### config.mk
export PLATFORM = sky130hd
export DESIGN_NAME = snv_top
export DESIGN_NICKNAME = d
export VERILOG_FILES = /design/src/rtl/snv_pkg.sv /design/src/rtl/snv_sync.sv /design/src/rtl/snv_commit.sv /design/src/rtl/snv_proto.sv /design/src/rtl/snv_top.sv
export SDC_FILE = /design/constraint.sdc
export NUM_CORES = 2
export LEC_CHECK = 0
export BUFFER_PORTS_ARGS = -buffer_cell sky130_fd_sc_hd__buf_2
export CAP_MARGIN = 25
export CORE_MARGIN = 2
export CORE_UTILIZATION = 45
export CTS_CLUSTER_SIZE = 14
export DETAILED_ROUTE_END_ITERATION = 8
export SYNTH_ARGS = -nofsm -noshare
export SYNTH_HDL_FRONTEND = slang
export SYNTH_SLANG_ARGS = --single-unit
### constraint.sdc
create_clock -name clk_i -period 4.4 [get_ports clk_i]
set_clock_uncertainty 0.2 [all_clocks]
set_input_delay 0.44 -clock clk_i [delete_from_list [all_inputs] [get_ports clk_i]]
set_output_delay 0.44 -clock clk_i [all_outputs]
set_load 0.005 [all_outputs]
### src/rtl/snv_pkg.sv
package snv_pkg;
  typedef enum logic [2:0] {
    ST_IDLE,
    ST_RX,
    ST_ACK,
    ST_TX,
    ST_MACK
  } snv_st_e;

  typedef enum logic [1:0] {
    RX_DEV,
    RX_WADDR,
    RX_WDATA
  } snv_rx_e;
endpackage

### src/rtl/snv_sync.sv
module snv_sync #(
  parameter int W      = 2,
  parameter int STAGES = 2
) (
  input  logic         clk_i,
  input  logic         rst_ni,
  input  logic [W-1:0] d_i,
  output logic [W-1:0] q_o
);
  for (genvar g = 0; g < W; g++) begin : g_bit
    logic [STAGES-1:0] chain;
    always_ff @(posedge clk_i or negedge rst_ni) begin
      if (!rst_ni) chain <= '1;  // idle bus is high
      else         chain <= {chain[STAGES-2:0], d_i[g]};
    end
    assign q_o[g] = chain[STAGES-1];
  end
endmodule

### src/rtl/snv_commit.sv
module snv_commit #(
  parameter int ADDR_W      = 8,
  parameter int PAGE_W      = 3,
  parameter int DATA_W      = 8,
  parameter int PROG_CYCLES = 1000
) (
  input  logic              clk_i,
  input  logic              rst_ni,
  input  logic              lat_we_i,
  input  logic [PAGE_W-1:0] lat_idx_i,
  input  logic [DATA_W-1:0] lat_data_i,
  input  logic              go_i,
  input  logic [ADDR_W-1:0] go_base_i,
  input  logic [PAGE_W:0]   go_cnt_i,
  input  logic [ADDR_W-1:0] rd_addr_i,
  output logic [DATA_W-1:0] rd_data_o,
  output logic              busy_o
);
  localparam int DEPTH = 1 << ADDR_W;
  localparam int PAGE  = 1 << PAGE_W;
  localparam int TMR_W = $clog2(PROG_CYCLES);

  logic [DATA_W-1:0] mem   [DEPTH];
  logic [DATA_W-1:0] latch [PAGE];
  logic [PAGE_W-1:0] idx;
  logic [PAGE_W:0]   cnt;
  logic [ADDR_W-1:0] base;
  logic [TMR_W-1:0]  tmr;
  logic [PAGE_W-1:0] lo;
  logic [ADDR_W-1:0] waddr;
  logic              last, tick;

  assign lo    = base[PAGE_W-1:0] + idx;
  assign waddr = {base[ADDR_W-1:PAGE_W], lo};
  assign last  = ({1'b0, idx} == cnt - 1'b1);
  assign tick  = (tmr == TMR_W'(PROG_CYCLES - 1));
  assign rd_data_o = mem[rd_addr_i];

  always_ff @(posedge clk_i or negedge rst_ni) begin
    if (!rst_ni) begin
      for (int i = 0; i < PAGE; i++) latch[i] <= '0;
    end else if (lat_we_i) begin
      latch[lat_idx_i] <= lat_data_i;
    end
  end

  always_ff @(posedge clk_i or negedge rst_ni) begin
    if (!rst_ni) begin
      for (int i = 0; i < DEPTH; i++) mem[i] <= '0;
      busy_o <= 1'b0;
      idx    <= '0;
      cnt    <= '0;
      base   <= '0;
      tmr    <= '0;
    end else if (!busy_o) begin
      if (go_i) begin
        busy_o <= 1'b1;
        idx    <= '0;
        cnt    <= go_cnt_i;
        base   <= go_base_i;
        tmr    <= '0;
      end
    end else if (tick) begin
      tmr        <= '0;
      mem[waddr] <= latch[idx];
      idx        <= idx + 1'b1;
      if (last) busy_o <= 1'b0;
    end else begin
      tmr <= tmr + 1'b1;
    end
  end
endmodule

### src/rtl/snv_proto.sv
module snv_proto
  import snv_pkg::*;
#(
  parameter int          ADDR_W   = 8,
  parameter int          PAGE_W   = 3,
  parameter logic [3:0]  DEV_TYPE = 4'b1010
) (
  input  logic              clk_i,
  input  logic              rst_ni,
  input  logic              scl_i,
  input  logic              sda_i,
  input  logic [2:0]        strap_i,
  input  logic              busy_i,
  input  logic [7:0]        rd_data_i,
  output logic              sda_low_o,
  output logic [ADDR_W-1:0] rd_addr_o,
  output logic              lat_we_o,
  output logic [PAGE_W-1:0] lat_idx_o,
  output logic [7:0]        lat_data_o,
  output logic              go_o,
  output logic [ADDR_W-1:0] go_base_o,
  output logic [PAGE_W:0]   go_cnt_o
);
  localparam int PAGE = 1 << PAGE_W;

  logic scl_q, sda_q, scl_rise, scl_fall, start, stop;
  snv_st_e st;
  snv_rx_e kind;
  logic [3:0]        bit_cnt;
  logic [7:0]        shreg, txreg;
  logic [ADDR_W-1:0] ptr, wbase;
  logic [PAGE_W:0]   wcnt;
  logic              nxt_tx, mack;

  assign scl_rise  = scl_i & ~scl_q;
  assign scl_fall  = ~scl_i & scl_q;
  assign start     = scl_i & scl_q & sda_q & ~sda_i;
  assign stop      = scl_i & scl_q & ~sda_q & sda_i;
  assign rd_addr_o = ptr;

  always_ff @(posedge clk_i or negedge rst_ni) begin
    if (!rst_ni) begin
      scl_q <= 1'b1; sda_q <= 1'b1;
      st <= ST_IDLE; kind <= RX_DEV;
      bit_cnt <= '0; shreg <= '0; txreg <= '0;
      ptr <= '0; wbase <= '0; wcnt <= '0;
      nxt_tx <= 1'b0; mack <= 1'b0; sda_low_o <= 1'b0;
      lat_we_o <= 1'b0; lat_idx_o <= '0; lat_data_o <= '0;
      go_o <= 1'b0; go_base_o <= '0; go_cnt_o <= '0;
    end else begin
      scl_q    <= scl_i;
      sda_q    <= sda_i;
      lat_we_o <= 1'b0;
      go_o     <= 1'b0;
      if (busy_i) begin
        st <= ST_IDLE; sda_low_o <= 1'b0; wcnt <= '0;
      end else if (start) begin
        st <= ST_RX; kind <= RX_DEV; bit_cnt <= '0;
        sda_low_o <= 1'b0; wcnt <= '0;  // drop any unfinished write
      end else if (stop) begin
        if (wcnt != '0) begin
          go_o <= 1'b1; go_base_o <= wbase; go_cnt_o <= wcnt;
        end
        st <= ST_IDLE; sda_low_o <= 1'b0; wcnt <= '0;
      end else begin
        unique case (st)
          ST_RX: begin
            if (scl_rise) begin
              shreg   <= {shreg[6:0], sda_i};
              bit_cnt <= bit_cnt + 1'b1;
            end else if (scl_fall && bit_cnt == 4'd8) begin
              bit_cnt <= '0;
              unique case (kind)
                RX_DEV: begin
                  if (shreg[7:1] == {DEV_TYPE, strap_i}) begin
                    sda_low_o <= 1'b1; st <= ST_ACK;
                    nxt_tx <= shreg[0]; kind <= RX_WADDR;
                  end else begin
                    st <= ST_IDLE;
                  end
                end
                RX_WADDR: begin
                  ptr <= shreg[ADDR_W-1:0]; wbase <= shreg[ADDR_W-1:0];
                  sda_low_o <= 1'b1; st <= ST_ACK; nxt_tx <= 1'b0;
                  kind <= RX_WDATA;
                end
                default: begin
                  if (wcnt == (PAGE_W+1)'(PAGE)) begin
                    st <= ST_IDLE; wcnt <= '0;  // overflow: no ack, discard
                  end else begin
                    lat_we_o <= 1'b1; lat_idx_o <= wcnt[PAGE_W-1:0];
                    lat_data_o <= shreg; wcnt <= wcnt + 1'b1;
                    ptr <= {ptr[ADDR_W-1:PAGE_W], ptr[PAGE_W-1:0] + 1'b1};
                    sda_low_o <= 1'b1; st <= ST_ACK; nxt_tx <= 1'b0;
                  end
                end
              endcase
            end
          end
          ST_ACK: begin
            if (scl_fall) begin
              bit_cnt <= '0;
              if (nxt_tx) begin
                txreg <= rd_data_i; ptr <= ptr + 1'b1;
                sda_low_o <= ~rd_data_i[7]; st <= ST_TX;
              end else begin
                sda_low_o <= 1'b0; st <= ST_RX;
              end
            end
          end
          ST_TX: begin
            if (scl_fall) begin
              if (bit_cnt == 4'd7) begin
                sda_low_o <= 1'b0; st <= ST_MACK;
              end else begin
                bit_cnt   <= bit_cnt + 1'b1;
                txreg     <= {txreg[6:0], 1'b0};
                sda_low_o <= ~txreg[6];
              end
            end
          end
          ST_MACK: begin
            if (scl_rise) begin
              mack <= ~sda_i;
            end else if (scl_fall) begin
              bit_cnt <= '0;
              if (mack) begin
                txreg <= rd_data_i; ptr <= ptr + 1'b1;
                sda_low_o <= ~rd_data_i[7]; st <= ST_TX;
              end else begin
                st <= ST_IDLE;
              end
            end
          end
          default: ;
        endcase
      end
    end
  end
endmodule

### src/rtl/snv_top.sv
module snv_top #(
  parameter int         ADDR_W      = 8,
  parameter int         PAGE_W      = 3,
  parameter int         PROG_CYCLES = 1000,
  parameter logic [3:0] DEV_TYPE    = 4'b1010
) (
  input  logic       clk_i,
  input  logic       rst_ni,
  input  logic       scl_i,
  input  logic       sda_i,
  input  logic [2:0] strap_i,
  output logic       sda_low_o
);
  logic              scl_s, sda_s, busy, lat_we, go;
  logic [PAGE_W-1:0] lat_idx;
  logic [7:0]        lat_data, rd_data;
  logic [ADDR_W-1:0] rd_addr, go_base;
  logic [PAGE_W:0]   go_cnt;

  snv_sync #(.W(2), .STAGES(2)) u_sync (
    .clk_i (clk_i),
    .rst_ni(rst_ni),
    .d_i   ({scl_i, sda_i}),
    .q_o   ({scl_s, sda_s})
  );

  snv_proto #(.ADDR_W(ADDR_W), .PAGE_W(PAGE_W), .DEV_TYPE(DEV_TYPE)) u_proto (
    .clk_i     (clk_i),
    .rst_ni    (rst_ni),
    .scl_i     (scl_s),
    .sda_i     (sda_s),
    .strap_i   (strap_i),
    .busy_i    (busy),
    .rd_data_i (rd_data),
    .sda_low_o (sda_low_o),
    .rd_addr_o (rd_addr),
    .lat_we_o  (lat_we),
    .lat_idx_o (lat_idx),
    .lat_data_o(lat_data),
    .go_o      (go),
    .go_base_o (go_base),
    .go_cnt_o  (go_cnt)
  );

  snv_commit #(.ADDR_W(ADDR_W), .PAGE_W(PAGE_W), .DATA_W(8),
               .PROG_CYCLES(PROG_CYCLES)) u_commit (
    .clk_i     (clk_i),
    .rst_ni    (rst_ni),
    .lat_we_i  (lat_we),
    .lat_idx_i (lat_idx),
    .lat_data_i(lat_data),
    .go_i      (go),
    .go_base_i (go_base),
    .go_cnt_i  (go_cnt),
    .rd_addr_i (rd_addr),
    .rd_data_o (rd_data),
    .busy_o    (busy)
  );
endmodule

# Yosys cells after proc, flatten, opt, wreduce, memory -nomap -nowiden
# Cells that the tools add are included.
[word_totals] register_bits=2216 inputBits=7 out_inout_bits=1 elab_cells=517
[op_classes] n_addsub=8 n_lt_le_gt_ge=6 eq_ne=45 mux=111 bitwise=23 n_reduce_logical=33
[op_table] cell="bitwise mux 2048 bit" n=1
[op_table] cell="2-to-1 mux 8 bit" n=13
[op_table] cell="binary-select mux 8 bit (select 8 bit)" n=1
[op_table] cell="bitwise mux 64 bit" n=1
[op_table] cell="demux 8 bit (select 8 bit)" n=1
[op_table] cell="2-to-1 mux 4 bit" n=16
[op_table] cell="2-to-1 mux 7 bit" n=7
[op_table] cell="2-to-1 mux 3 bit" n=14
[op_table] cell="2-to-1 mux 1 bit" n=32
[op_table] cell="2-to-1 mux 10 bit" n=3
[op_table] cell="inequality test 5 x 1 -> 1 bit (second input constant)" n=6
[op_table] cell="AND reduction 13 bit" n=2
[op_table] cell="binary-select mux 8 bit (select 3 bit)" n=1
[op_table] cell="demux 8 bit (select 3 bit)" n=1
[op_table] cell="one-hot mux 8 bit (3 select lines)" n=1
[op_table] cell="AND reduction 8 bit" n=3
[op_table] cell="one-hot mux 7 bit (3 select lines)" n=1
[op_table] cell="AND reduction 7 bit" n=3
[op_table] cell="2-to-1 mux 2 bit" n=10
[op_table] cell="greater-or-equal comparator 9 bit (second input constant)" n=2
[op_table] cell="inequality test 2 x 1 -> 1 bit (second input constant)" n=9
[op_table] cell="inverter 8 -> 9 bit" n=2
[op_table] cell="one-hot mux 4 bit (4 select lines)" n=1
[op_table] cell="one-hot mux 8 bit (2 select lines)" n=1
[op_table] cell="other kinds (48)" n=94

# Depth between registers and ports, before layout
[logic_depth] word_depth=12 ltp_mapped=13 ltp_nobuf=9

# By module
# Synthesis repeated with hierarchy kept, for this count alone.
[hier_totals] hier_cells=9093 area_unflattened_um2=97557.3
[modules_own_cells] module="snv_commit" instances=1 cells_each=8746 area_each_um2=93744.9 seq_area_each_um2=53501.3
[modules_own_cells] module="snv_proto" instances=1 cells_each=341 area_each_um2=3692.3 seq_area_each_um2=1854.3
[modules_own_cells] module="snv_sync" instances=1 cells_each=6 area_each_um2=120.1 seq_area_each_um2=105.1

# Worst setup path after synthesis
# OpenSTA, ideal clock, no wires.
[synth_path] path_type="reg2reg" from="reg u_commit.idx[0]" to="reg u_commit.mem[1037] (netlist bit)" setup_ps=77 t_arrival_ps=2710 t_required_ps=4123 slack_ps=1413 stages_incl_launch_ff=11 n_path_buf=3 period_less_slack_ps=2987 cell_sequence="dfrtp_1 ha_1 fa_1 clkbuf_1 nor2b_1 nand2_1 clkbuf_1 nor2_1 buf_2 nor2_1 a21oi_1"
[synth_between] elab_chain_cells=7 word_cells_on_any_way=12 cone_classes="add/sub (1); order compare (2); mux (6); bitwise (2); reduce/logical (1)"
[synth_rtl] item="start: declaration" line_no="snv_commit.sv:25" source="logic [PAGE_W-1:0] idx;"
[synth_rtl] item="start signal: assignment" line_no="snv_commit.sv:66" source="idx <= idx + 1'b1;"
[synth_rtl] item="adder 3 bit" line_no="snv_commit.sv:33" source="assign lo = base[PAGE_W-1:0] + idx;"
[synth_rtl] item="inverter 8 -> 9 bit (implied by the code)" line_no="snv_commit.sv:65" source="mem[waddr] <= latch[idx];"
[synth_rtl] item="greater-or-equal comparator 9 bit (implied by the code) / less-than comparator 9 x 1 -> 1 bit (equally long branches)" line_no="snv_commit.sv:65"
[synth_rtl] item="logical AND 1 bit (implied by the code)" line_no="snv_commit.sv:65"
[synth_rtl] item="2-to-1 mux 8 bit (implied by the code)" line_no="snv_commit.sv:65"
[synth_rtl] item="demux 8 bit (select 8 bit)" line_no="snv_commit.sv:65"
[synth_rtl] item="bitwise mux 2048 bit *" line_no="snv_commit.sv:65"
[synth_rtl] item="end signal: indexed assignment" line_no="snv_commit.sv:65"
[synth_rtl] item="end: declaration" line_no="snv_commit.sv:23" source="logic [DATA_W-1:0] mem [DEPTH];"
# Every way passes the cells marked *; elsewhere a longest branch is shown, timed or not. The select of a mux whose other input is x is not followed.
# A chain may end at the register's enable or synchronous reset.

# Final worst setup path
[layout_path] from="reg u_proto.ptr[1], in the netlist u_proto.rd_addr_o[1]" to="reg u_proto.txreg[1]"
[layout_between] elab_chain_cells=8 word_cells_on_any_way=10 cone_classes="mux (9); bitwise (1)"
[layout_rtl] item="start: declaration" line_no="snv_proto.sv:31" source="logic [ADDR_W-1:0] ptr, wbase;"
[layout_rtl] item="start signal: assignment" line_no="snv_proto.sv:83" source="ptr <= shreg[ADDR_W-1:0]; wbase <= shreg[ADDR_W-1:0];"
[layout_rtl] item="start signal: assignment" line_no="snv_proto.sv:93" source="ptr <= {ptr[ADDR_W-1:PAGE_W], ptr[PAGE_W-1:0] + 1'b1};"
[layout_rtl] item="start signal: assignment" line_no="snv_proto.sv:104" source="txreg <= rd_data_i; ptr <= ptr + 1'b1;"
[layout_rtl] item="inverter 8 -> 9 bit (implied by the code) *" line_no="snv_commit.sv:37" source="assign rd_data_o = mem[rd_addr_i];"
[layout_rtl] item="binary-select mux 8 bit (select 8 bit) *" line_no="snv_commit.sv:37"
[layout_rtl] item="2-to-1 mux 8 bit (implied by the code) * (2 in a row)" line_no="snv_commit.sv:37"
[layout_rtl] item="2-to-1 mux 7 bit" line_no="snv_proto.sv:127" source="if (mack) begin"
[layout_rtl] item="2-to-1 mux 7 bit" line_no="snv_proto.sv:125" source="end else if (scl_fall) begin"
[layout_rtl] item="2-to-1 mux 7 bit" line_no="snv_proto.sv:123" source="if (scl_rise) begin"
[layout_rtl] item="one-hot mux 7 bit (3 select lines) *" line_no="snv_proto.sv:66" source="unique case (st)"
[layout_rtl] item="end signal: assignment" line_no="snv_proto.sv:104"
[layout_rtl] item="end signal: assignment" line_no="snv_proto.sv:117" source="txreg <= {txreg[6:0], 1'b0};"
[layout_rtl] item="end signal: assignment" line_no="snv_proto.sv:128" source="txreg <= rd_data_i; ptr <= ptr + 1'b1;"
[layout_rtl] item="end: declaration" line_no="snv_proto.sv:30" source="logic [7:0] shreg, txreg;"
# Marks and branches as above.

==> results.md <==
* Outcome: completed
* Antenna violations before repair at 6
* Post-synth ARST share at 100.0%
* Largest net degree at the start of global routing at 152
* Root Driver: clkbuf_16
* TritonCTS clock tree: yes
* Global-route wire length before repair at 445.8 mm
* Yosys Warn Count at 0
* Total power draw at 0.05354 W
* Peak VDD IR at around 0.00063 V
* Clock power share at about 39%
* Worst rel slew slack at 26.10%
* Port buffer count at 7
* Synth-to-Final Area Change at 12.96%
* Die width at between 400 and 500 um
* CTS buffer count at 229
* Met3 WL post-DR at just under 20 mm
* Final hold vios at 0
* Io pins at 8
* # nets final at around 9100
* Biggest register: u_commit.mem
* Regs by FF count: u_commit.mem (2048), u_commit.latch (64), u_commit.tmr (10)
* Fin util at 51.04%
* Least-Margin Pin Slew at 1102 ps
* Initial Util at between 40 and 50%
* Reg-to-reg critical path startpoint: u_proto.rd_addr_o[1]
* H-tree levels at 4
* Cts repair resizes at 0
* Synthesized area per cell at 10.63 um^2
* Antenna-violating nets left at 0
* Clock sink count at roughly 2200
* DIE AREA at ~220000 um^2
* CP Max Fanout at 68
* Post-Synthesis Cells at 9227
* DRC viols at 0
* Total GRT Usage at 26.25%
* # rows at 171
* Prevailing post-synth register cell: dfrtp_1
* Sw power at 0.01665 W
* Most common cell in the netlist: dfrtp_1
* Design area at 110700 um^2
* Pint at 0.03689 W
* Most frequent cells after synthesis: 2210 x dfrtp_1, 1184 x nor2_1, 1155 x nand2_1
* GR Overflow Total at 0
* CP Capture Type: register
* Power Density at 483.5 nW/um^2
* Max Cap Viol at 0
* Top routing layer in use: met5
* Via count at 71111
* Area after DPL at 102400 um^2
* Largest register FFs at 2048
* First-pass detailed-route iteration total at 6
* Register Area at 55480 um^2
* Die height at 470.8 um
* LEAKAGE at 49.55 nW
* Slowest cell on crit path: nor3_1
* WS Path Type: register to register
* Core area at 217000 um^2
* Startpoint Class: register
* Met1 wire length at 125.4 mm
* Share of power burned in registers at roughly two fifths
* Yosys top cell by area: dfrtp_1
* RSZ-0062 raised after global routing: false
* # setup viols final at 0
* Largest cells by area after synthesis: dfrtp_1 56%, mux4_2 8.2%, a21oi_1 5.9%
* Worst min-delay path class: input pin to async pin
* Final cycle utilization of the critical path at 95.39%
* Post-Syn Nets at 9244
* Critical-path cell list: buf_12 > mux4_2 > mux4_2 > a22oi_1 > nand2_1 > nor3_1 > buf_4 > nor3_1 > a221o_1
* Worst Setup SP: u_proto.rd_addr_o[1]
* Mapped cell area at between 90000 and 100000 um^2
* Clk buf depth at 3
* Footprint of the multi-input gates at a little under 40000 um^2
* Worst EP arrival at 4750 ps
* CP max stage delay at 670 ps
* RePlAce Congestion at 0.8686
* Final Max Slew Viols at 0
* Routed WL at around 290 mm
* WL/cell at 23.86 um
* Skew-Pair Late Insertion Delay at 890 ps
* Number of synthesized flops with an enable pin at 0
* Share of cells above drive strength 1 at 14.86%
* Vias in the first global route at between 70000 and 80000
* Cell variety after synth at 73
* DR vias/cell at 5.836
* Critical Path RT at 4950 ps
* Yosys top cell area share at 56.41%
* CTS clk-pin slew, worst paths at 60 ps
* Post-synthesis sequential area ratio at around 57%
* Combinational group share of total power at 22.4%
* Sw frac at 31.10%
* Yosys reg bits at about 2200
* HPWL Detailed at 187.9 mm
* Period minus WS final at approximately 4200 ps
* Met2 WL at 134.1 mm
* Fmax at 238.2 MHz
* Setup TNS at 0 ps
* Iter 0 DRT Violations at roughly 6800
* Fillers at 19245
-- power by group through the flow --
stage / combinational, W / clock, W / sequential [W]
finish: 0.0120 / 0.0208 / 0.0208
global route: 0.0125 / 0.0219 / 0.0208
CTS: 0.0119 / 0.0211 / 0.0208
detailed placement: 0.0119 / 0 / 0.0211
global placement: 0.0119 / 0 / 0.0211
floorplan: 0.00730 / 0 / 0.0209
-- layout make-up --
| class | instances | area share (%) |
|---|---|---|
| clock buffer | 333 | 6.026 |
| sequential | 2216 | 50.10 |
| multi-input combinational | 6219 | 35.29 |
| timing repair buffer | 441 | 3.938 |
| antenna | 5 | 0.01130 |
| inverter | 21 | 0.07796 |
| clock inverter | 96 | 1.334 |
| tap | 2854 | 3.225 |
-- critical path: cells and delay by family, from the launching register on --
family | cells | cell delay [ps]
AO/OA/AOI/OAI | 2 | 760
buffers and inverters | 2 | 610
flip-flops | 1 | 620
multiplexers | 2 | 910
AND/OR/NAND/NOR | 3 | 870
-- cell families after synthesis --
group                    Yosys count  synth area share (%)
AND/OR/NAND/NOR                 2680                 11.05
AO/OA/AOI/OAI                   2634                 14.66
flip-flops                      2216                 56.57
multiplexers                     884                 13.72
buffers and inverters            792                 3.767
XOR/XNOR                          11               0.09827
adder cells (fa/ha/maj)           10                0.1353
-- final timing paths --
kind,end,slack (ps),cells after the start
max in group asynchronous,u_commit.mem[1052],2680,3
worst max-delay path,u_proto.txreg[1],200,9
worst min-delay path,u_commit.mem[210],40,2
min in group clk_i,u_proto.kind[0],90,6
worst max register to register,u_proto.txreg[1],200,9
worst min register to register,u_sync.g_bit[0].chain[1],150,0
-- per-layer routing --
layer	up-vias	GRT usage, %
met1	35953	36.54
met2	2263	40.96
li1	32345	-
met3	542	4.968
met4	8	9.987
met5	-	0
-- metrics by stage --
stage	hold WS, ps	cells	setup WS, ps
final	38.61	12185	202.7
after global routing	32.44	12181	94.68
after CTS	2.122	12172	267.4
after detailed placement	148.7	11736	294.5
after global placement	145.5	11731	279.0
after floorplan	-55.59	9227	1413
-- repair_timing --
action | in CTS | in global routing
buffers inserted | 0 | 0
hold buffers | 7 | 0
endpoints found under the hold margin | 564 | 0
-- cell usage in the layout, fill, tap and decap left out, types with 14 or more instances in the layout --
cell and n:
a21oi_1 1148, buf_12 81, buf_4 340, bufinv_16 29, clkbuf_1 50, clkbuf_16 230, clkbuf_8 53, clkinv_2 39
dfrtp_1 2205, inv_1 18, mux2_2 117, mux2i_1 403, mux4_2 356, nand2_1 1154, nand2b_1 17, nand3_1 105
nor2_1 1177, nor2_2 24, nor2_4 15, nor3_1 93, nor3_2 14, o21ai_0 1088, o221ai_1 197, o22ai_1 91
o31ai_1 23
Note: power is estimated with default switching activity, not from simulation.
